<file path="config.mk">
export PLATFORM = sky130hd
export DESIGN_NAME = std_event_status
export DESIGN_NICKNAME = d
export VERILOG_FILES = /design/src/rtl/evs_pkg.sv /design/src/rtl/evs_rst_sync.sv /design/src/rtl/evs_pon_gate.sv /design/src/rtl/evs_event_reg.sv /design/src/rtl/evs_mask_reg.sv /design/src/rtl/std_event_status.sv
export SDC_FILE = /design/constraint.sdc
export NUM_CORES = 1
export LEC_CHECK = 0
export ABC_AREA = 1
export BUFFER_PORTS_ARGS = -buffer_cell sky130_fd_sc_hd__buf_2
export CAP_MARGIN = 20
export CORE_MARGIN = 5
export CORE_UTILIZATION = 48
export DETAILED_ROUTE_END_ITERATION = 12
export PLACE_DENSITY_LB_ADDON = 0.15
export SYNTH_ARGS = -nofsm -noshare
export SYNTH_HDL_FRONTEND = slang
export SYNTH_SLANG_ARGS = --single-unit
</file>
<file path="constraint.sdc">
create_clock -name clk -period 1.1 [get_ports clk]
set_input_delay 0.22 -clock clk [delete_from_list [all_inputs] [get_ports clk]]
set_output_delay 0.22 -clock clk [all_outputs]
set_load 0.03 [all_outputs]
</file>
<file path="src/rtl/evs_pkg.sv">
package evs_pkg;
  localparam int EVS_W = 8;
  localparam int B_OPDONE = 0;
  localparam int B_QUERY  = 2;
  localparam int B_DEVICE = 3;
  localparam int B_EXEC   = 4;
  localparam int B_CMD    = 5;
  localparam int B_PWRON  = 7;
  localparam logic [EVS_W-1:0] EVS_LIVE =
    EVS_W'((1 << B_OPDONE) | (1 << B_QUERY) | (1 << B_DEVICE) |
           (1 << B_EXEC) | (1 << B_CMD) | (1 << B_PWRON));
endpackage

</file>
<file path="src/rtl/evs_rst_sync.sv">
module evs_rst_sync #(
  parameter int STAGES = 2
) (
  input  logic clk,
  input  logic rst_n,
  output logic rst_sync_n
);
  logic [STAGES-1:0] chain_q;
  logic [STAGES-1:0] chain_d;

  always_comb chain_d = {chain_q[STAGES-2:0], 1'b1};

  always_ff @(posedge clk or negedge rst_n) begin
    if (!rst_n) chain_q <= '0;
    else        chain_q <= chain_d;
  end

  assign rst_sync_n = chain_q[STAGES-1];
endmodule

</file>
<file path="src/rtl/evs_pon_gate.sv">
module evs_pon_gate (
  input  logic clk,
  input  logic rst_n,
  input  logic pass_pulse,
  output logic pon_set
);
  logic armed_q;
  logic armed_d;
  logic armed_en;

  always_comb begin
    armed_en = armed_q & pass_pulse;
    armed_d  = 1'b0;
  end

  always_ff @(posedge clk or negedge rst_n) begin
    if (!rst_n)        armed_q <= 1'b1;
    else if (armed_en) armed_q <= armed_d;
  end

  assign pon_set = pass_pulse & armed_q;

  p_disarmed_stays_r11: assert property (@(posedge clk) disable iff (!rst_n)
    !armed_q |=> !armed_q);
  p_fire_disarms_r11: assert property (@(posedge clk) disable iff (!rst_n)
    pon_set |=> (!armed_q && !pon_set));
endmodule

</file>
<file path="src/rtl/evs_event_reg.sv">
module evs_event_reg import evs_pkg::*; #(
  parameter int              W    = EVS_W,
  parameter logic [W-1:0]    LIVE = EVS_LIVE
) (
  input  logic         clk,
  input  logic         rst_n,
  input  logic [W-1:0] set_vec,
  input  logic         rd_stb,
  input  logic         clr_stb,
  output logic [W-1:0] evt_q
);
  logic         flush;
  logic [W-1:0] set_live;
  logic [W-1:0] evt_d;
  logic [W-1:0] bit_en;

  always_comb begin
    flush    = rd_stb | clr_stb;
    set_live = set_vec & LIVE;
    evt_d    = (flush ? '0 : evt_q) | set_live;
    bit_en   = {W{flush}} | set_live;
  end

  for (genvar i = 0; i < W; i++) begin : g_bit
    if (LIVE[i]) begin : g_live
      logic q;
      always_ff @(posedge clk or negedge rst_n) begin
        if (!rst_n)         q <= 1'b0;
        else if (bit_en[i]) q <= evt_d[i];
      end
      assign evt_q[i] = q;
    end else begin : g_dead
      assign evt_q[i] = 1'b0;
    end
  end

  p_sticky_r4: assert property (@(posedge clk) disable iff (!rst_n)
    !flush |=> ((evt_q & $past(evt_q)) == $past(evt_q)));
  p_set_r2: assert property (@(posedge clk) disable iff (!rst_n)
    (|set_live) |=> ((evt_q & $past(set_live)) == $past(set_live)));
  p_read_clears_r5: assert property (@(posedge clk) disable iff (!rst_n)
    (rd_stb && !(|set_live)) |=> (evt_q == '0));
  p_new_survives_r6: assert property (@(posedge clk) disable iff (!rst_n)
    flush |=> (evt_q == $past(set_live)));
endmodule

</file>
<file path="src/rtl/evs_mask_reg.sv">
module evs_mask_reg import evs_pkg::*; #(
  parameter int W = EVS_W
) (
  input  logic         clk,
  input  logic         rst_n,
  input  logic         wr_stb,
  input  logic [W-1:0] wr_data,
  input  logic         pon_clear,
  input  logic [W-1:0] saved,
  output logic [W-1:0] msk_q
);
  logic         boot_q;
  logic [W-1:0] msk_d;
  logic         msk_en;

  always_comb begin
    msk_en = boot_q | wr_stb;
    if (boot_q) msk_d = pon_clear ? '0 : saved;
    else        msk_d = wr_data;
  end

  always_ff @(posedge clk or negedge rst_n) begin
    if (!rst_n) boot_q <= 1'b1;
    else        boot_q <= 1'b0;
  end

  always_ff @(posedge clk or negedge rst_n) begin
    if (!rst_n)      msk_q <= '0;
    else if (msk_en) msk_q <= msk_d;
  end

  p_boot_load_r10: assert property (@(posedge clk) disable iff (!rst_n)
    boot_q |=> (msk_q == ($past(pon_clear) ? '0 : $past(saved))));
  p_write_r8: assert property (@(posedge clk) disable iff (!rst_n)
    (wr_stb && !boot_q) |=> (msk_q == $past(wr_data)));
  p_hold_r7: assert property (@(posedge clk) disable iff (!rst_n)
    (!wr_stb && !boot_q) |=> $stable(msk_q));
endmodule

</file>
<file path="src/rtl/std_event_status.sv">
module std_event_status import evs_pkg::*; (
  input  logic             clk,
  input  logic             rst_n,
  input  logic             ev_op_done,
  input  logic             ev_query_err,
  input  logic             ev_dev_err,
  input  logic             ev_exec_err,
  input  logic             ev_cmd_err,
  input  logic             selftest_pass,
  input  logic             evt_read,
  input  logic             clear_all,
  input  logic             mask_wr,
  input  logic [EVS_W-1:0] mask_wdata,
  input  logic             pon_clear_flag,
  input  logic [EVS_W-1:0] saved_mask,
  output logic [EVS_W-1:0] evt_value,
  output logic [EVS_W-1:0] mask_value,
  output logic             summary
);
  logic             rst_int_n;
  logic             pon_set;
  logic [EVS_W-1:0] set_vec;

  evs_rst_sync #(.STAGES(2)) u_rst (
    .clk(clk), .rst_n(rst_n), .rst_sync_n(rst_int_n));

  evs_pon_gate u_pon (
    .clk(clk), .rst_n(rst_int_n), .pass_pulse(selftest_pass), .pon_set(pon_set));

  always_comb begin
    set_vec           = '0;
    set_vec[B_OPDONE] = ev_op_done;
    set_vec[B_QUERY]  = ev_query_err;
    set_vec[B_DEVICE] = ev_dev_err;
    set_vec[B_EXEC]   = ev_exec_err;
    set_vec[B_CMD]    = ev_cmd_err;
    set_vec[B_PWRON]  = pon_set;
  end

  evs_event_reg #(.W(EVS_W), .LIVE(EVS_LIVE)) u_evt (
    .clk(clk), .rst_n(rst_int_n), .set_vec(set_vec),
    .rd_stb(evt_read), .clr_stb(clear_all), .evt_q(evt_value));

  evs_mask_reg #(.W(EVS_W)) u_msk (
    .clk(clk), .rst_n(rst_int_n), .wr_stb(mask_wr), .wr_data(mask_wdata),
    .pon_clear(pon_clear_flag), .saved(saved_mask), .msk_q(mask_value));

  assign summary = |(evt_value & mask_value);

  p_clear_keeps_mask_r7: assert property (@(posedge clk) disable iff (!rst_int_n)
    (clear_all && !mask_wr) |=> (evt_value == '0 || $past(|set_vec)) && $stable(mask_value));
endmodule

</file>
-- Yosys cells after proc, flatten, opt, wreduce, memory -nomap -nowiden
Index checks and enable logic that the tools add are counted.
- input bits: 28
- logic and storage cells: 20
- register bits after elaboration: 18
- muxes and demuxes: 3
- bitwise logic cells: 6
- reductions and logical operators: 1
- operators by type and width (cell ; number):
    2-to-1 mux 8 bit ; 3
    OR 8 bit ; 2
    AND 8 bit ; 1
    OR reduction 8 bit ; 1
    OR 1 bit ; 2
    AND 1 bit ; 1

-- Longest topological paths before layout
Gate-level depths: netlist (run 1).
- depth in word-level cells: 3
- depth in mapped cells: 6
- depth with buffers taken out: 5

-- Modules after synthesis
Synthesis (run 1) repeated with hierarchy kept, for this count alone.
- cell total of the unflattened synthesis: 122
- area, all modules: 929.6 um2
- modules (own cells, without submodules) (module ; area each (um2) ; times used ; seq. area each (um2) ; cells each):
    evs_mask_reg ; 484.2 ; 1 ; 226.5 ; 64
    evs_event_reg ; 287.8 ; 1 ; 150.1 ; 34
    std_event_status ; 60.1 ; 1 ; 0.0 ; 16
    evs_rst_sync ; 53.8 ; 1 ; 50.0 ; 3
    evs_pon_gate ; 43.8 ; 1 ; 26.3 ; 5

-- Least setup slack after synthesis (run 1)
No wires, ideal clock.
- kind: reg-to-output
- start point: register u_msk.msk_q[2]
- end point: output summary
- path buffers: 0
- setup slack: -0.026 ns
- cell stages (with the launch flop): 5
- data arrival time: 0.906 ns
- cell sequence: dfrtp_1 nand2_1 nand2_1 nor2_1 nand2_1
- cells in the longest elaborated chain, start to end: 2
- ends and longest elaborated chain (element ; RTL line ; RTL):
    start, declared ; evs_mask_reg.sv:10 ; output logic [W-1:0] msk_q
    start signal, assigned ; evs_mask_reg.sv:29 ; else if (msk_en) msk_q <= msk_d;
    AND 8 bit ; std_event_status.sv:48 ; assign summary = |(evt_value & mask_value);
    OR reduction 8 bit ; std_event_status.sv:48 ;
    end, declared ; std_event_status.sv:18 ; output logic summary
Every way passes these cells.

-- Worst setup path in the final report (run 1)
- start point: register u_evt.g_bit[5].g_live.q
- end point: output summary
- cells in the longest elaborated chain, start to end: 2
- ends and longest elaborated chain (element ; RTL line ; RTL):
    start, declared ; evs_event_reg.sv:26 ; logic q;
    start signal, assigned ; evs_event_reg.sv:29 ; else if (bit_en[i]) q <= evt_d[i];
    AND 8 bit ; std_event_status.sv:48 ;
    OR reduction 8 bit ; std_event_status.sv:48 ;
Every way passes these cells.

==> results of run 1 <==
==> layer usage <==
metal / GRT usage, % / vias up
met5: 0 / -
met4: 6.38 / 0
met3: 6.65 / 5
met2: 32.9 / 21
met1: 16.8 / 395
li1: - / 425
==> worst max path at each step <==
stage                                        startpoint  endpoint  slack (ps)
floorplan                    u_msk.msk_q[2]$_DFFE_PN0P_   summary           3
global placement    u_evt.g_bit[2].g_live.q$_DFFE_PN0P_   summary          80
detailed placement           u_msk.msk_q[2]$_DFFE_PN0P_   summary          50
CTS                 u_evt.g_bit[7].g_live.q$_DFFE_PN0P_   summary        -250
global route        u_evt.g_bit[5].g_live.q$_DFFE_PN0P_   summary        -360
finish              u_evt.g_bit[5].g_live.q$_DFFE_PN0P_   summary        -270
==> synth_stat cells <==
cell type  number
dfstp_2         2
buf_6           2
nand2_1        51
nor2_1          2
nor2_8          1
inv_4           1
or2_1           1
o21ai_2         1
o21bai_2        5
conb_1          2
nand3_1         8
dfrtp_1        16
inv_1           9
buf_4           8
inv_2           1
==> power breakdown <==
part | internal [mW] | switching [mW]
Clock | 0.128 | 0.183
Combinational | 0.234 | 0.255
Sequential | 0.709 | 0.0393
Total | 1.07 | 0.477
==> registers in the layout (all words and copies together), names as in the netlist <==
signal and flops:
u_evt.g_bit.g_live.q 6, u_msk.boot_q 1, u_pon.armed_q 1, u_rst.chain_q 2, u_msk.msk_q 8
==> layout make-up <==
type	count	area share [%]
sequential	18	33.7
clock buffer	3	1.68
multi-input combinational	73	26.1
inverter	11	3.26
tap	25	2.33
timing repair buffer	57	32.9
==> worst max-delay path, cell delays in order, from the launching register on <==
cell and delay, ps:
dfrtp_1 420, nand2_1 80, nand2_1 70, nor2_2 110, nand2_2 50, buf_6 130
==> cell families (layout without fill, tap and decap cells) <==
logic type,Yosys count,after routing,synth area share (%)
simple gates,63,63,28.9
flops,18,18,49.4
buf+inv,21,71,13.8
compound gates,6,6,7.09
other cells,2,4,0.819
==> what timing repair did <==
action                                  CTS  global route
hold buffers                              1             0
endpoints found under the hold margin     2             0
buffers inserted                          6             8
endpoints found under the setup margin   12            18
pin swaps                                 2             1
resized for setup                        24            18
==> qor.txt, run 1 <==
Status - finished, violations left
Failing checks - negative setup slack
Final hold vios - 0
Leading area contributor after synthesis - dfrtp_1
Final worst path period share - 125%
Non-Filler Instances - 187
Max VDD drop - 0.00105 V
Row count - 15
Global route overflow - 0
WS Path Type - flop to output port
Initial antenna violation count - 0
DR WL met3 - 127 um
Placed insts - 173
Commonest non-fill, non-tap cell in the layout - nand2_1
Detail Route Antenna Nets - 0
Sink Count - 18
Synth Area per Inst - 8.34 um^2
DR WL/cell - 12.1 um
Distinct cell type count after synthesis - 15
Root Buffer - clkbuf_4
H-tree Lvls - 1
Final max-slew violation count - 0
Tmin final - 1370 ps
Footprint of the multi-input gates - 350 um^2
Setup Skew - 7.24 ps
Largest net degree at the start of global routing - 14
R2R Setup Slk - 70 ps
# setup viols final - 8
Hold Path Sink - u_pon.armed_q$_DFFE_PN1P_
Leak - 0.774 nW
Die Ht - 53.7 um
RSZ-0062 raised after global routing - true
CTS buffer count - 3
Gpl congestion - 0.730
Antenna Cells - 0
Dpl ws - 45.6 ps
Reg2Reg Capture Point - u_msk.msk_q[2]$_DFFE_PN0P_
Top Layer Used - met4
Fillers - 147
M1 WL - 806 um
DR iter-0 viols - 2
Worst Reg-to-Reg Cells - 5
Worst-path fanout max - 3
Final wirelength - 2260 um
Worst setup SP type - flop
Worst-path clk slew - 90 ps
Pwr Density - 1150 nW/um^2
Final nets - 192
Ys Warns - 0
Port buffer count - 42
Data required, critical path - 880 ps
Final setup margin - -272 ps
Detailed-route via count - 846
Hold Crit Start - selftest_pass
Die X - 53.7 um
Cell area after synthesis - 917 um^2
Post-synthesis register bit count - 18
Layout cell share with drive strength beyond 1 - 44.4%
Total power - 1.55 mW
Sequential area share after synthesis - 49.4%
Remaining DRCs - 0
Max Cap Viol - 0
Core area - 1760 um^2
GRT Util Overall - 17.4%
Max Freq - 0.729 GHz
Clock tree buffer depth - 2
Syn Inst Count - 110
Via density - 4.52
Hold Slack - 53.9 ps
DP Area - 1120 um^2
Synthesis-to-finish area growth - 46.4%
Clk Latency, worst-skew pair - 290 ps
Total die area - 2880 um^2
Top cell type's share of synthesized area - 43.7%
Vias in the first global route - 881
Met2 wire len - 1290 um
IO Count - 45
Register area - 453 um^2
DRT Pass-1 Iters - 4
Hold Crit Class - input pin to flop
Most frequent cells in the layout - nand2_1 (50), buf_2 (27), buf_6 (21), dfrtp_1 (16), inv_1 (9)
DP Wirelength - 1660 um
Layout Utilization - 76.1%
Initial Util - 52.0%
Final instance area - 1340 um^2
R2R Path Start - u_msk.boot_q$_DFF_PN1_
First-pass GRT wire length - 3510 um
Critical Path Sink Type - output port
Min-Delay Path Depth - 2
CTS tree - done
Worst Path Arrival - 1150 ps
Synth top area cells - dfrtp_1 (44%), nand2_1 (21%), buf_4 (6.5%)
Setup TNS Final - -853 ps
(Power assumes the default switching activity.)
==> run 2, diff against run 1 <==
Settings changed: ABC_AREA 1 to default, CORE_UTILIZATION 48 to 46.
==> run 2 against run 1 <==
The flow still finishes with violations (negative setup slack). Synthesized cell count is 45% lower. First-iteration DRC count is 50% lower. Die area is 6.2% lower. Clock skew is 0.61 ps lower. Sequential cell count stayed put. Non-clock buffer count stayed put. Critical endpoint unchanged. Largest cell class unchanged. Largest power group unchanged. Highest routed layer unchanged.
==> qor.txt, run 2 <==
# setup viols final - 9
Global route overflow - 0
Pwr Density - 1260 nW/um^2
Top Layer Used - met4
Layout Utilization - 73.0%
Initial Util - 47.5%
CTS tree - done
Sink Count - 18
DP Wirelength - 1290 um
Fillers - 123
Most frequent cells in the layout - buf_2 (27), buf_6 (17), dfrtp_1 (13), buf_4 (12), mux2i_1 (8)
Detail Route Antenna Nets - 0
Via density - 4.64
Detailed-route via count - 640
Final wirelength - 1780 um
Setup Skew - 6.63 ps
Die Ht - 52.0 um
Critical path launch point - u_evt.g_bit[4].g_live.q$_DFFE_PN0P_
Worst setup SP type - flop
Core area - 1710 um^2
Status - finished, violations left
Port buffer count - 42
EDFF count, synth - 0
DR WL/cell - 12.9 um
Distinct cell type count after synthesis - 17
Cell area after synthesis - 812 um^2
Top Registers - u_msk.msk_q: 8 flops, u_evt.g_bit.g_live.q: 6 flops, u_rst.chain_q: 2 flops
Layout cell share with drive strength beyond 1 - 63.7%
Clock tree buffer depth - 2
CTS buffer count - 3
Data required, critical path - 880 ps
First-pass GRT wire length - 2870 um
Total power - 1.57 mW
M1 WL - 686 um
Worst-path fanout max - 2
Post-synthesis register bit count - 18
Hold Crit Start - selftest_pass
Gpl congestion - 0.655
Clk Latency, worst-skew pair - 290 ps
Row count - 15
Top cell type's share of synthesized area - 49.3%
Worst Path Arrival - 1140 ps
Main synth FF type - dfrtp_1
DR WL met3 - 134 um
Final nets - 142
Met2 wire len - 938 um
Root Buffer - clkbuf_4
Failing checks - negative setup slack
WS Path Type - flop to output port
Asr flop ratio synth - 100%
Final setup margin - -259 ps
Sequential area share after synthesis - 55.8%
DR iter-0 viols - 1
Worst-path clk slew - 100 ps
Leak - 0.642 nW
Tmin final - 1360 ps
Max VDD drop - 0.000912 V
IO Count - 45
Antenna Cells - 0
Critical Path Sink Type - output port
Commonest non-fill, non-tap cell in the layout - buf_2
Leading area contributor after synthesis - dfrtp_1
GRT Util Overall - 14.5%
Ys Warns - 0
Max reg flops - 8
Total die area - 2710 um^2
Hold Crit Class - input pin to flop
Synth top area cells - dfrtp_1 (49%), mux2i_1 (9.9%), buf_4 (8.3%)
Max Freq - 0.736 GHz
Most frequent cell after synthesis - dfrtp_1
Vias in the first global route - 694
Most frequent cells after synthesis - dfrtp_1 (16), buf_4 (9), mux2i_1 (8), a21o_1 (5), o2bb2ai_1 (5)
Die X - 52.0 um
Synthesis-to-finish area growth - 53.6%
Biggest register - u_msk.msk_q
Final hold vios - 0
Synth Area per Inst - 13.3 um^2
Syn Inst Count - 61
Remaining DRCs - 0
Max Cap Viol - 0
Initial antenna violation count - 0
Largest net degree at the start of global routing - 17
Final max-slew violation count - 0
DRT Pass-1 Iters - 3
H-tree Lvls - 1
R2R Path Start - u_msk.boot_q$_DFF_PN1_
Final worst path period share - 124%
RSZ-0062 raised after global routing - true
[run 2: cell types whose count changed after synthesis, sizes merged, moves of 2 or more]
cell     previous run  this run
nand3               8         1
nand2              51         1
nor2                3         1
nor2b               0         2
inv                11         0
a22oi               0         3
a21o                0         5
mux2i               0         8
o21bai              5         0
o2bb2ai             0         7
[run 2: area by class of cell]
class                           count  area, um^2  share of cell area, %
Clock buffer                        4        36.3                   2.91
Sequential cell                    18         457                   36.6
Multi-Input combinational cell     34         297                   23.8
Timing Repair Buffer               57         427                   34.2
Tap cell                           25        31.3                   2.51
[run 2: worst paths after layout]
check / cells past startpoint / endpoint / slack (ps)
min: 2 / u_pon.armed_q$_DFFE_PN1P_ / 50
max in group asynchronous: 1 / u_msk.boot_q$_DFF_PN1_ / 660
min in group asynchronous: 1 / u_evt.g_bit[5].g_live.q$_DFFE_PN0P_ / 190
max reg2reg: 2 / u_msk.msk_q[2]$_DFFE_PN0P_ / 110
max: 3 / summary / -260
min reg2reg: 1 / u_evt.g_bit[5].g_live.q$_DFFE_PN0P_ / 190
[run 2: what timing repair did]
item                                    in CTS  in global routing
endpoints found under the setup margin      13                 15
pin swaps                                    4                  0
setup buffers                                5                  5
hold endpoints to repair                     2                  0
hold buffers                                 1                  0
resized for setup                           26                  9
[run 2: per-layer routing]
layer,up-vias,GRT usage (%)
met5,-,0
met2,26,25.9
met4,0,5.24
met1,295,16.1
li1,317,-
met3,2,4.01
[run 2: metrics by stage]
step	setup WS (ps)	hold WS (ps)	area (um^2)	TNS (ps)	std cells
floorplan	2.61	-75.6	838	0	63
global placement	26.5	4.02	1020	0	123
detailed placement	23.2	5.92	1020	0	123
CTS	-254	47.4	1190	-834	133
global route	-337	39.9	1250	-1500	138
finish	-259	55.0	1250	-945	138
[run 2: critical path, stage by stage (launching register included)]
cell and delay [ps]:
dfrtp_1 410, a22oi_2 200, nand3_2 100, buf_6 150
[run 2: cell families after synthesis]
kind of cell / synth area share (%)
AND/OR/NAND/NOR: 4.00
other: 0.925
AO/OA/AOI/OAI: 18.3
flip-flops: 55.8
multiplexers: 9.86
buffers and inverters: 11.1
[run 2: report_power, final]
group / switching [mW] / leakage (nW) / internal [mW]
registers: 0.0370 / 0.212 / 0.709
logic: 0.212 / 0.409 / 0.218
clock network: 0.191 / 0.0210 / 0.201
==> run 3, diff against run 2 <==
Clock period 1.1 ns to 1.72 ns, I/O delays scaled along.
==> run 3 against run 2 <==
The flow now finishes without violations. Largest power group unchanged. Worst hold slack improved by 120 ps. Largest cell class unchanged. Via count decreased by 6.7%. Core utilization decreased by 13 points. Sequential cell count unchanged. Setup slack improved by 470 ps. Sequential power decreased by 36%. Critical path type unchanged. Register-to-register slack improved by 440 ps.
==> qor.txt, run 3 (synthesized netlist as in run 2, its figures left out) <==
Total die area - 2710 um^2
Worst Reg-to-Reg Cells - 2
Setup TNS Final - 0 ps
Hold Path Sink - u_pon.armed_q$_DFFE_PN1P_
RSZ-0062 raised after global routing - false
Worst setup SP type - flop
Hold Crit Class - input pin to flop
Worst-path clk slew - 110 ps
First-pass GRT wire length - 2700 um
Final wirelength - 1670 um
Final hold vios - 0
Critical Path Sink Type - output port
CTS resizes - 0
Hold Crit Start - selftest_pass
DRT Pass-1 Iters - 4
Die Ht - 52.0 um
Placed insts - 119
R2R Path Start - u_msk.boot_q$_DFF_PN1_
Port buffer count - 42
Gpl congestion - 0.690
Row count - 15
Hold_buf cts - 1
Sink Count - 18
R2R Setup Slk - 550 ps
Top Registers - u_msk.msk_q: 8 flops, u_evt.g_bit.g_live.q: 6 flops, u_rst.chain_q: 2 flops
Synthesis-to-finish area growth - 25.3%
Postcts setup bufs - 0
Detailed-route via count - 597
Non-Filler Instances - 124
CTS buffer count - 3
Root Buffer - clkbuf_4
Worst Tran Pin Value - 631 ps
Final nets - 128
Data required, critical path - 1380 ps
Clock tree buffer depth - 2
Final worst path period share - 87.7%
Antenna Cells - 0
Max VDD drop - 0.000515 V
DR WL/cell - 13.5 um
Clk Latency, worst-skew pair - 290 ps
Commonest non-fill, non-tap cell in the layout - buf_2
GRT Util Overall - 13.7%
Leak - 0.544 nW
Relative slew slack - 57.9%
Via density - 4.81
Core area - 1710 um^2
Max reg flops - 8
Tmin final - 1510 ps
CTS tree - done
Max Cap Viol - 0
Vias in the first global route - 630
Critical path launch point - u_msk.msk_q[0]$_DFFE_PN0P_
DR iter-0 viols - 4
Die X - 52.0 um
IO Count - 45
Worst-path fanout max - 3
Layout cell share with drive strength beyond 1 - 51.5%
Detail Route Antenna Nets - 0
H-tree Lvls - 1
Reg2Reg Capture Point - u_msk.msk_q[5]$_DFFE_PN0P_
Global route overflow - 0
Largest net degree at the start of global routing - 17
Total power - 926 uW
Initial Util - 47.5%
Max Freq - 0.663 GHz
Status - finished, final reports clean
Most frequent cells in the layout - buf_2 (42), dfrtp_1 (16), mux2i_1 (8), a21o_1 (5), o2bb2ai_1 (5)
Min-Delay Path Depth - 2
Final max-slew violation count - 0
# setup viols final - 0
Worst Path Arrival - 1160 ps
Pwr Density - 910 nW/um^2
Remaining DRCs - 0
Initial antenna violation count - 0
WS Path Type - flop to output port
DP Wirelength - 1340 um
Biggest register - u_msk.msk_q
Setup Skew - 3.08 ps
-- run 3: cell count changes in the layout (fill, tap and decap cells not counted), moves of 3 or more --
cell	change
a22oi_1	+3
dfrtp_1	+3
dfrtp_2	-3
buf_6	-17
a22oi_2	-3
buf_2	+15
buf_4	-12
-- run 3: stage by stage --
step | hold WS, ps | util [%] | instance area, um^2 | setup WS (ps)
after floorplan | 48.4 | - | 820 | 402
after global placement | 128 | 56.8 | 971 | 529
after global routing | 157 | 59.6 | 1020 | 105
after detailed placement | 130 | 56.8 | 971 | 530
after CTS | 170 | 59.6 | 1020 | 191
final | 175 | 59.6 | 1020 | 211
-- run 3: layout make-up --
class	count	area (um^2)
Clock buffer	4	36.3
Timing Repair Buffer	43	220
Tap cell	25	31.3
Sequential cell	18	453
Fill cell	169	691
Multi-Input combinational cell	34	277
-- run 3: metal layers --
layer	global-route usage [%]	wire length (um)
met1	15.7	647
met2	22.4	840
met3	5.16	170
met4	6.55	13
met5	0	0
-- run 3: worst max-delay path by stage --
stage,to,cells past startpoint
CTS,summary,3
detailed placement,summary,3
finish,summary,3
floorplan,summary,2
global route,summary,3
global placement,summary,3
-- run 3: where the power goes --
group          total, mW  switching, mW  leakage, nW  internal (mW)
registers          0.480         0.0277        0.216          0.452
logic              0.185          0.112        0.308         0.0731
clock network      0.261          0.132       0.0210          0.129
-- run 3: worst max-delay path, cell delays in order (launching register included) --
cell and delay (ps):
dfrtp_1 400, a22oi_1 200, nand3_1 80, buf_2 180
